File: config.mk
export PLATFORM = sky130hd
export DESIGN_NAME = gpio_bank_regs
export DESIGN_NICKNAME = d
export VERILOG_FILES = /design/src/rtl/gpio_bank_pkg.sv /design/src/rtl/gpio_in_sync.sv /design/src/rtl/gpio_bank_decode.sv /design/src/rtl/gpio_port_regs.sv /design/src/rtl/gpio_bank_regs.sv
export SDC_FILE = /design/constraint.sdc
export NUM_CORES = 1
export LEC_CHECK = 0
export BUFFER_PORTS_ARGS = -buffer_cell sky130_fd_sc_hd__buf_4
export CAP_MARGIN = 5
export CORE_MARGIN = 5
export CORE_UTILIZATION = 53
export CTS_BUF_LIST = sky130_fd_sc_hd__clkbuf_4 sky130_fd_sc_hd__clkbuf_8
export DETAILED_ROUTE_END_ITERATION = 10
export PLACE_DENSITY_LB_ADDON = 0.1
export REMOVE_ABC_BUFFERS = 1
export SLEW_MARGIN = 10
export SYNTH_ARGS = -nofsm -noshare
export SYNTH_HDL_FRONTEND = slang
export SYNTH_HIERARCHICAL = 1
export SYNTH_SLANG_ARGS = --single-unit
File: constraint.sdc
create_clock -name clk_i -period 4.7 [get_ports clk_i]
set_input_delay 0.47 -clock clk_i [delete_from_list [all_inputs] [get_ports clk_i]]
set_output_delay 0.47 -clock clk_i [all_outputs]
set_load 0.005 [all_outputs]
File: src/rtl/gpio_bank_pkg.sv
package gpio_bank_pkg;
  localparam int unsigned DATA_W = 32;
  localparam int unsigned BANK_W = 4;
  localparam int unsigned GRP_W  = 3;

  typedef enum logic [GRP_W-1:0] {
    GRP_CFG  = 3'd0,
    GRP_OE   = 3'd1,
    GRP_OUT  = 3'd2,
    GRP_IN   = 3'd3,
    GRP_STA  = 3'd4,
    GRP_EN   = 3'd5,
    GRP_TYPE = 3'd6,
    GRP_CLR  = 3'd7
  } grp_e;
endpackage

File: src/rtl/gpio_in_sync.sv
module gpio_in_sync #(
  parameter int unsigned WIDTH = 32
) (
  input  logic             clk_i,
  input  logic             rst_ni,
  input  logic [WIDTH-1:0] din_i,
  output logic [WIDTH-1:0] dout_o
);
  logic [WIDTH-1:0] meta_q, sync_q;
  logic [1:0]       warm_q;

  always_ff @(posedge clk_i or negedge rst_ni) begin
    if (!rst_ni) begin
      meta_q <= '0;
      sync_q <= '0;
      warm_q <= '0;
    end else begin
      meta_q <= din_i;
      sync_q <= meta_q;
      if (warm_q != 2'd2) warm_q <= warm_q + 2'd1;
    end
  end

  assign dout_o = sync_q;

  // two-cycle latency once both flops hold post-reset data
  p_sync_lat_r5: assert property (@(posedge clk_i) disable iff (!rst_ni)
    (warm_q == 2'd2) |-> (dout_o == $past(din_i, 2)))
    else $error("p_sync_lat_r5");
endmodule

File: src/rtl/gpio_bank_decode.sv
module gpio_bank_decode
  import gpio_bank_pkg::*;
#(
  parameter int unsigned BANK_ID = 3,
  parameter int unsigned PORTS   = 4,
  parameter int unsigned PORT_W  = 2,
  parameter int unsigned ADDR_W  = 12
) (
  input  logic [ADDR_W-1:0] addr_i,
  input  logic              we_i,
  output logic              hit_o,
  output logic              alias_o,
  output grp_e              grp_o,
  output logic [PORT_W-1:0] port_o,
  output logic [PORTS-1:0]  port_we_o
);
  localparam int unsigned PORT_LSB = 2;
  localparam int unsigned GRP_LSB  = PORT_LSB + PORT_W;
  localparam int unsigned BANK_LSB = GRP_LSB + GRP_W;
  localparam int unsigned ALIAS_B  = BANK_LSB + BANK_W;

  logic [BANK_W-1:0] bank;
  logic [1:0]        unused_byte;

  assign unused_byte = addr_i[1:0];
  assign bank    = addr_i[BANK_LSB +: BANK_W];
  assign hit_o   = (bank == BANK_W'(BANK_ID));
  assign alias_o = addr_i[ALIAS_B];
  assign grp_o   = grp_e'(addr_i[GRP_LSB +: GRP_W]);
  assign port_o  = addr_i[PORT_LSB +: PORT_W];

  for (genvar p = 0; p < PORTS; p++) begin : g_we
    assign port_we_o[p] = we_i && hit_o && (port_o == PORT_W'(p));
  end
endmodule

File: src/rtl/gpio_port_regs.sv
module gpio_port_regs
  import gpio_bank_pkg::*;
#(
  parameter int unsigned PINS = 8
) (
  input  logic              clk_i,
  input  logic              rst_ni,
  input  logic              wr_en_i,
  input  logic              alias_i,
  input  grp_e              grp_i,
  input  logic [3*PINS-1:0] wdata_i,
  input  logic [PINS-1:0]   set_i,
  input  logic [PINS-1:0]   pin_i,
  output logic [PINS-1:0]   cfg_o,
  output logic [PINS-1:0]   oe_o,
  output logic [PINS-1:0]   out_o,
  output logic [PINS-1:0]   sta_o,
  output logic [PINS-1:0]   en_o,
  output logic [3*PINS-1:0] type_o,
  output logic [DATA_W-1:0] rdata_o
);
  localparam int unsigned TYPE_W = 3 * PINS;

  logic [PINS-1:0]   cfg_q, oe_q, out_q, sta_q, en_q;
  logic [TYPE_W-1:0] type_q;
  logic [PINS-1:0]   wmask, wval, clr_bits;
  logic              clr_we;

  assign wmask    = wdata_i[2*PINS-1:PINS];
  assign wval     = wdata_i[PINS-1:0];
  assign clr_we   = wr_en_i && !alias_i && (grp_i == GRP_CLR);
  assign clr_bits = clr_we ? wval : '0;

  function automatic logic [PINS-1:0] upd(input logic [PINS-1:0] old,
                                          input logic              al,
                                          input logic [PINS-1:0]   m,
                                          input logic [PINS-1:0]   v);
    return al ? ((old & ~m) | (v & m)) : v;
  endfunction

  always_ff @(posedge clk_i or negedge rst_ni) begin
    if (!rst_ni) begin
      cfg_q  <= '0;
      oe_q   <= '0;
      out_q  <= '0;
      sta_q  <= '0;
      en_q   <= '0;
      type_q <= '0;
    end else begin
      if (wr_en_i) begin
        unique case (grp_i)
          GRP_CFG: cfg_q <= upd(cfg_q, alias_i, wmask, wval);
          GRP_OE:  oe_q  <= upd(oe_q,  alias_i, wmask, wval);
          GRP_OUT: out_q <= upd(out_q, alias_i, wmask, wval);
          GRP_EN:  en_q  <= upd(en_q,  alias_i, wmask, wval);
          GRP_TYPE: begin
            if (alias_i) type_q[PINS-1:0] <= upd(type_q[PINS-1:0], 1'b1, wmask, wval);
            else         type_q <= wdata_i;
          end
          default: ;
        endcase
      end
      // set pulses win over software clear and software status writes
      if (wr_en_i && grp_i == GRP_STA)
        sta_q <= upd(sta_q, alias_i, wmask, wval) | set_i;
      else
        sta_q <= (sta_q & ~clr_bits) | set_i;
    end
  end

  always_comb begin
    rdata_o = '0;
    if (!alias_i) begin
      unique case (grp_i)
        GRP_CFG:  rdata_o = DATA_W'(cfg_q);
        GRP_OE:   rdata_o = DATA_W'(oe_q);
        GRP_OUT:  rdata_o = DATA_W'(out_q);
        GRP_IN:   rdata_o = DATA_W'(pin_i);
        GRP_STA:  rdata_o = DATA_W'(sta_q);
        GRP_EN:   rdata_o = DATA_W'(en_q);
        GRP_TYPE: rdata_o = DATA_W'(type_q);
        default:  rdata_o = '0;
      endcase
    end
  end

  assign cfg_o  = cfg_q;
  assign oe_o   = oe_q;
  assign out_o  = out_q;
  assign sta_o  = sta_q;
  assign en_o   = en_q;
  assign type_o = type_q;

  p_mask_hold_cfg_r3: assert property (@(posedge clk_i) disable iff (!rst_ni)
    (wr_en_i && alias_i && grp_i == GRP_CFG) |=>
      (((cfg_q ^ $past(cfg_q)) & ~$past(wmask)) == '0))
    else $error("p_mask_hold_cfg_r3");

  p_mask_hold_en_r3: assert property (@(posedge clk_i) disable iff (!rst_ni)
    (wr_en_i && alias_i && grp_i == GRP_EN) |=>
      (((en_q ^ $past(en_q)) & ~$past(wmask)) == '0))
    else $error("p_mask_hold_en_r3");

  p_type_hi_hold_r4: assert property (@(posedge clk_i) disable iff (!rst_ni)
    (wr_en_i && alias_i && grp_i == GRP_TYPE) |=>
      (type_q[TYPE_W-1:PINS] == $past(type_q[TYPE_W-1:PINS])))
    else $error("p_type_hi_hold_r4");

  p_clear_r7: assert property (@(posedge clk_i) disable iff (!rst_ni)
    clr_we |=> ((sta_q & $past(wval & ~set_i)) == '0))
    else $error("p_clear_r7");

  p_set_r8: assert property (@(posedge clk_i) disable iff (!rst_ni)
    (|set_i) |=> ((sta_q & $past(set_i)) == $past(set_i)))
    else $error("p_set_r8");
endmodule

File: src/rtl/gpio_bank_regs.sv
module gpio_bank_regs
  import gpio_bank_pkg::*;
#(
  parameter int unsigned BANK_ID = 3,
  parameter int unsigned PORTS   = 4,
  parameter int unsigned PINS    = 8,
  localparam int unsigned PORT_W = $clog2(PORTS),
  localparam int unsigned ADDR_W = 2 + PORT_W + GRP_W + BANK_W + 1,
  localparam int unsigned NPIN   = PORTS * PINS,
  localparam int unsigned TYPE_W = 3 * PINS
) (
  input  logic                    clk_i,
  input  logic                    rst_ni,
  input  logic [ADDR_W-1:0]       bus_addr_i,
  input  logic                    bus_we_i,
  input  logic [DATA_W-1:0]       bus_wdata_i,
  output logic [DATA_W-1:0]       bus_rdata_o,
  input  logic [NPIN-1:0]         pad_in_i,
  output logic [NPIN-1:0]         pad_out_o,
  output logic [NPIN-1:0]         pad_oe_o,
  input  logic [NPIN-1:0]         irq_set_i,
  output logic [NPIN-1:0]         pin_sync_o,
  output logic [PORTS*TYPE_W-1:0] int_type_o,
  output logic                    irq_o
);
  logic              hit, alias_acc;
  grp_e              grp;
  logic [PORT_W-1:0] port;
  logic [PORTS-1:0]  port_we;
  logic [DATA_W-1:0] port_rdata [PORTS];
  logic [NPIN-1:0]   cfg, oe, sta, en;
  logic [DATA_W-TYPE_W-1:0] unused_wdata;

  assign unused_wdata = bus_wdata_i[DATA_W-1:TYPE_W];

  gpio_in_sync #(.WIDTH(NPIN)) u_sync (
    .clk_i  (clk_i),
    .rst_ni (rst_ni),
    .din_i  (pad_in_i),
    .dout_o (pin_sync_o)
  );

  gpio_bank_decode #(
    .BANK_ID (BANK_ID),
    .PORTS   (PORTS),
    .PORT_W  (PORT_W),
    .ADDR_W  (ADDR_W)
  ) u_dec (
    .addr_i    (bus_addr_i),
    .we_i      (bus_we_i),
    .hit_o     (hit),
    .alias_o   (alias_acc),
    .grp_o     (grp),
    .port_o    (port),
    .port_we_o (port_we)
  );

  for (genvar p = 0; p < PORTS; p++) begin : g_port
    gpio_port_regs #(.PINS(PINS)) u_port (
      .clk_i   (clk_i),
      .rst_ni  (rst_ni),
      .wr_en_i (port_we[p]),
      .alias_i (alias_acc),
      .grp_i   (grp),
      .wdata_i (bus_wdata_i[TYPE_W-1:0]),
      .set_i   (irq_set_i[p*PINS +: PINS]),
      .pin_i   (pin_sync_o[p*PINS +: PINS]),
      .cfg_o   (cfg[p*PINS +: PINS]),
      .oe_o    (oe[p*PINS +: PINS]),
      .out_o   (pad_out_o[p*PINS +: PINS]),
      .sta_o   (sta[p*PINS +: PINS]),
      .en_o    (en[p*PINS +: PINS]),
      .type_o  (int_type_o[p*TYPE_W +: TYPE_W]),
      .rdata_o (port_rdata[p])
    );
  end

  assign bus_rdata_o = hit ? port_rdata[port] : '0;
  assign pad_oe_o    = cfg & oe;
  assign irq_o       = |(sta & en);

  // a write aimed at another bank leaves the pads untouched
  p_foreign_ignored_r1: assert property (@(posedge clk_i) disable iff (!rst_ni)
    (bus_we_i && !hit) |=> ($stable(pad_out_o) && $stable(pad_oe_o)))
    else $error("p_foreign_ignored_r1");

  // a driven pad needs a configured pin
  p_oe_needs_cfg_r6: assert property (@(posedge clk_i) disable iff (!rst_ni)
    ((pad_oe_o & ~cfg) == '0))
    else $error("p_oe_needs_cfg_r6");
endmodule

### After elaboration in Yosys (flattened, before gate mapping)

Index checks and enable logic that the tools add are counted.

* add/sub/neg operators: 0
* multipliers: 0
* divide/modulo/power cells: 0
* $lt $le $gt $ge: 1
* eq/ne operators: 11
* shifts and indexed selects: 0
* muxes and demuxes: 44
* bitwise logic cells: 70
* reduce and logical (&&, ||, !) cells: 45

Operators by type and width (count)
* $pmux 24 s7: 4
* $mux 8: 32
* $or 8x8->8: 32
* $and 8x8->8: 29
* $mux 32: 7
* $and 32x32->32: 2
* $bmux 32 s2: 1
* $not 8->8: 5
* $reduce_and 2->1: 20
* $reduce_or 32->1: 1
* $logic_and 1x1->1: 17
* $eq 3x3->1 const B: 4
* $reduce_and 3->1: 4
* $eq 3x2->1 const B: 2
* $eq 2x2->1 const B: 2
* $eq 4x2->1 const B: 1
* $eq 3x1->1 const B: 1
* $ge 3x3->1 const B: 1
* $logic_not 3->1: 1
* $not 2->3: 1
* $eq 2x1->1 const B: 1
* $logic_not 2->1: 1
* $logic_not 1->1: 1
* $not 1->1: 1

* bits in registers: 320
* latch bits: 0
* bits in writable memories: 0
* bits in read-only memories: 0
* bits of input ports: 111
* logic and storage cells: 201
* memories kept: 0

### Longest topological paths before layout

* depth after elaboration: 10
* mapped depth: 10
* mapped depth without buffers: 7

### Hierarchy

The synthesis kept the hierarchy.

Modules (own cells, without submodules)
* gpio_port_regs: times used 4, cells an instance 329, area each 3523.4 µm², seq. area each 1601.5 µm²
* gpio_in_sync: times used 1, cells an instance 64, area each 1601.5 µm², seq. area each 1601.5 µm²
* gpio_bank_regs: times used 1, cells an instance 127, area each 1378.8 µm², seq. area each 0.0 µm²
* gpio_bank_decode: times used 1, cells an instance 14, area each 118.9 µm², seq. area each 0.0 µm²

### Worst setup path after synthesis

No wires, ideal clock.

* path kind: input-to-output
* start point: in bus_addr_i[6]
* end point: out bus_rdata_o[0]
* arrival time: 2.182 ns
* required time: 4.230 ns
* setup slack: 2.048 ns
* stages: 8
* buffers on the path: 3
* cell sequence: buf_4 > clkbuf_1 > buf_1 > mux2_2 > nand2_1 > a31oi_1 > mux4_1 > and2_1

RTL lines
* from (decl): line gpio_bank_regs.sv:14 `input logic [ADDR_W-1:0] bus_addr_i,`
* to (decl): line gpio_bank_regs.sv:17 `output logic [DATA_W-1:0] bus_rdata_o,`

==> results.json <==
{
  "status": "complete, no violations",
  "yosys.area.top_type": "dfrtp_1",
  "clkPwrFrac_pct": 43.1,
  "worstPathRequired_ns": 4.23,
  "finalSetupViolCount": 0,
  "drt-pass1-iter-count": 5,
  "holdPathEnd": "g_port[2].u_port/sta_o[5]$_DFF_PN0_",
  "via_per_inst": 5.90,
  "min_period_ns": 3.53,
  "nFillCells": 2594,
  "fin_crit_sh_pct": 75.2,
  "end_kind": "output port",
  "final_hold_viol_count": 0,
  "synth-async-reset-ratio_pct": 100,
  "ys_warn_count": 6,
  "ys.flop_type": "dfrtp_1",
  "wl_um": 56700,
  "nNetsFinal": 1977,
  "clk_pin_slew_ns": 0.06,
  "fmax_mhz": 283,
  "cpMaxStageDelayCell": "buf_4",
  "drive_gt1_share_pct": 39.3,
  "syn_area_per_cell_um2": 11.3,
  "yosysUniqueCellTypes": 44,
  "multi_input_area_um2": 8600,
  "die_x_um": 190,
  "port_buffers": 317,
  "reg2reg_depth": 3,
  "tns_ns": 0,
  "grt_antenna_before_repair": 1,
  "final_area_um2": 21300,
  "numCtsBuffers": 54,
  "seq_area_um2": 8010,
  "clk_path_buf_depth": 3,
  "clock_skew_ns": 0.00656,
  "grt_first_pass_wirelength_um": 84600,
  "ant_nets": 0,
  "netSwitchingPower_uw": 1550,
  "worst_pin_slew_ns": 0.911,
  "max_stage_delay_ns": 0.50,
  "whs_path_depth": 2,
  "combPwrFrac_pct": 10.1,
  "die_h_um": 190,
  "r2r-end": "g_port[1].u_port/sta_o[6]$_DFF_PN0_",
  "peakVddDrop_uv": 294,
  "r2r_setup_slack_ns": 3.61,
  "die-area_um2": 36100,
  "leakagePower_uw": 0.0100,
  "avgRoutedWirePerCell_um": 24.1,
  "cp_max_fo": 59,
  "area_growth_pct": 23.8,
  "yosys-top-cells-area": "dfrtp_1 47%, mux2_2 16%, and2_1 4.7%",
  "fin_hold_ws_ns": 0.0369,
  "slew_viol_final": 0,
  "drtIter0Drc": 1380,
  "seq_power_share_pct": 46.7,
  "worstPathCellList": "buf_4 > buf_4 > nor2b_1 > a32oi_1 > a31oi_1 > mux4_1 > and2_1 > buf_4",
  "maxCapViolations": 0,
  "cpMostUsedCell": "buf_4",
  "power.internal_uw": 4590,
  "ys_seq_elements": 320,
  "cp_data_arrival_time_ns": 3.06,
  "ys_seq_area_share_pct": 46.6,
  "r2r-start": "g_port[1].u_port/sta_o[6]$_DFF_PN0_",
  "rsz0062_at_grt": "no",
  "synth-edff-count": 0,
  "grt_pass1_vias": 13913,
  "synth_area_um2": 17200,
  "syn_inst": 1521,
  "hold_path.startpoint": "irq_set_i[21]",
  "crit_type": "in2out",
  "post_dp_cell_area_um2": 19800,
  "htree_levels": 2,
  "swShare_pct": 25.3,
  "clk-insertion-delay-late_ns": 0.60,
  "coreArea_um2": 32300,
  "root_buffer": "clkbuf_8",
  "overflow": 0,
  "dp_hpwl_um": 37900,
  "cts_tree": "yes",
  "drc_errors": 0,
  "maxSlewHeadroom_pct": 38.9,
  "p_per_area_nw_per_um2": 289,
  "hp-class": "in2reg",
  "netlist.area_leader.share_pct": 46.6,
  "via_count": 13875,
  "place_congestion": 0.884,
  "initial_utilization_pct": 53.2,
  "clkSinkCount": 320,
  "cts_setup_buffers": 0,
  "rows": 66,
  "grt_max_degree": 110,
  "startpoint_type": "input port",
  "grt_usage_pct": 30.6,
  "ioPinCount": 336
}
==> worst max path at each step <==
| stage | end | slack [ns] | start | cells after the start |
|---|---|---|---|---|
| 6_report | bus_rdata_o[0] | 1.17 | bus_addr_i[4] | 8 |
| 5_1_grt | bus_rdata_o[0] | 1.07 | bus_addr_i[6] | 8 |
| 4_1_cts | bus_rdata_o[5] | 1.24 | bus_addr_i[6] | 8 |
| 3_5_place_dp | bus_rdata_o[5] | 1.23 | bus_addr_i[6] | 8 |
| 3_3_place_gp | bus_rdata_o[0] | 1.25 | bus_addr_i[6] | 8 |
| 2_1_floorplan | g_port[1].u_port/sta_o[6]$_DFF_PN0_ | 1.54 | bus_addr_i[9] | 5 |
==> repair_timing <==
| action | in CTS | in global routing |
|---|---|---|
| hold buffers | 33 | 0 |
| gates resized for setup | 0 | 0 |
| endpoints found under the hold margin | 111 | 0 |
==> cells in the final DEF (no fill, tap or decap), drive strengths merged, types with 32 or more instances in the layout <==
cell / n
mux4: 32
a31oi: 36
nand2b: 64
nor2: 69
buf: 344
mux2: 284
and2: 128
dlygate4sd3: 33
clkbuf: 92
nor2b: 40
dfrtp: 320
nand2: 133
a21oi: 92
conb: 32
==> synth_stat cells, types with 8 or more instances <==
cell / instances
nand2_1: 129
buf_4: 46
a21oi_1: 92
nand3b_1: 28
nor2_1: 69
mux2_1: 40
a31oi_1: 36
nor2b_1: 40
buf_2: 15
and2_1: 128
buf_1: 8
nor3b_2: 12
a21o_1: 28
nand2b_1: 64
nand3_1: 9
and3b_1: 8
a22oi_1: 16
clkbuf_1: 39
mux4_2: 30
o21ai_0: 28
dfrtp_1: 320
a32oi_1: 28
mux2_2: 244
==> metrics by stage <==
step | total power (µW) | utilization [%] | setup WS, ns | cells
final | 6150 | 65.9 | 1.17 | 2351
after global placement | 3510 | 61.3 | 1.25 | 2219
after CTS | 6190 | 65.9 | 1.24 | 2349
after floorplan | 3110 | - | 1.54 | 1433
after detailed placement | 3520 | 61.3 | 1.23 | 2219
after global routing | 6360 | 65.9 | 1.07 | 2350
==> layer usage <==
metal | vias up | share of wire, % | global-route usage [%]
li1 | 6072 | - | -
met3 | 139 | 9.7 | 6.83
met4 | 0 | 4.4 | 13.0
met1 | 6947 | 41 | 42.8
met2 | 717 | 45 | 46.4
met5 | - | 0 | 0
==> worst max-delay path, delay by kind of cell <==
kind | cells | cell delay (ns)
AO/OA/AOI/OAI | 2 | 0.57
buffers and inverters | 3 | 0.99
multiplexers | 1 | 0.28
AND/OR/NAND/NOR | 2 | 0.70
==> final cells by class <==
class | instances | share of cell area, %
inverters | 1 | 0.0176
clock inverters | 5 | 0.153
multi-input cells | 1112 | 40.4
flip-flops and latches | 320 | 37.6
diodes | 2 | 0.0235
well taps | 442 | 2.60
clock buffers | 92 | 5.30
repair buffers | 377 | 13.9
==> logic make-up (layout without fill, tap and decap cells) <==
group,Yosys count,count (layout),synth area share [%]
mux,320,320,23.1
buf+inv,117,475,4.17
other cells,4,34,0.0873
flops,320,320,46.6
compound gates,240,240,8.76
simple gates,520,520,17.3
==> power by group through the flow <==
stage	clock, µW	combinational (µW)	sequential, µW
floorplan	0	201	2900
global route	2810	670	2880
CTS	2700	618	2870
global placement	0	587	2920
finish	2650	624	2870
detailed placement	0	594	2920
(Power assumes the default switching activity.)
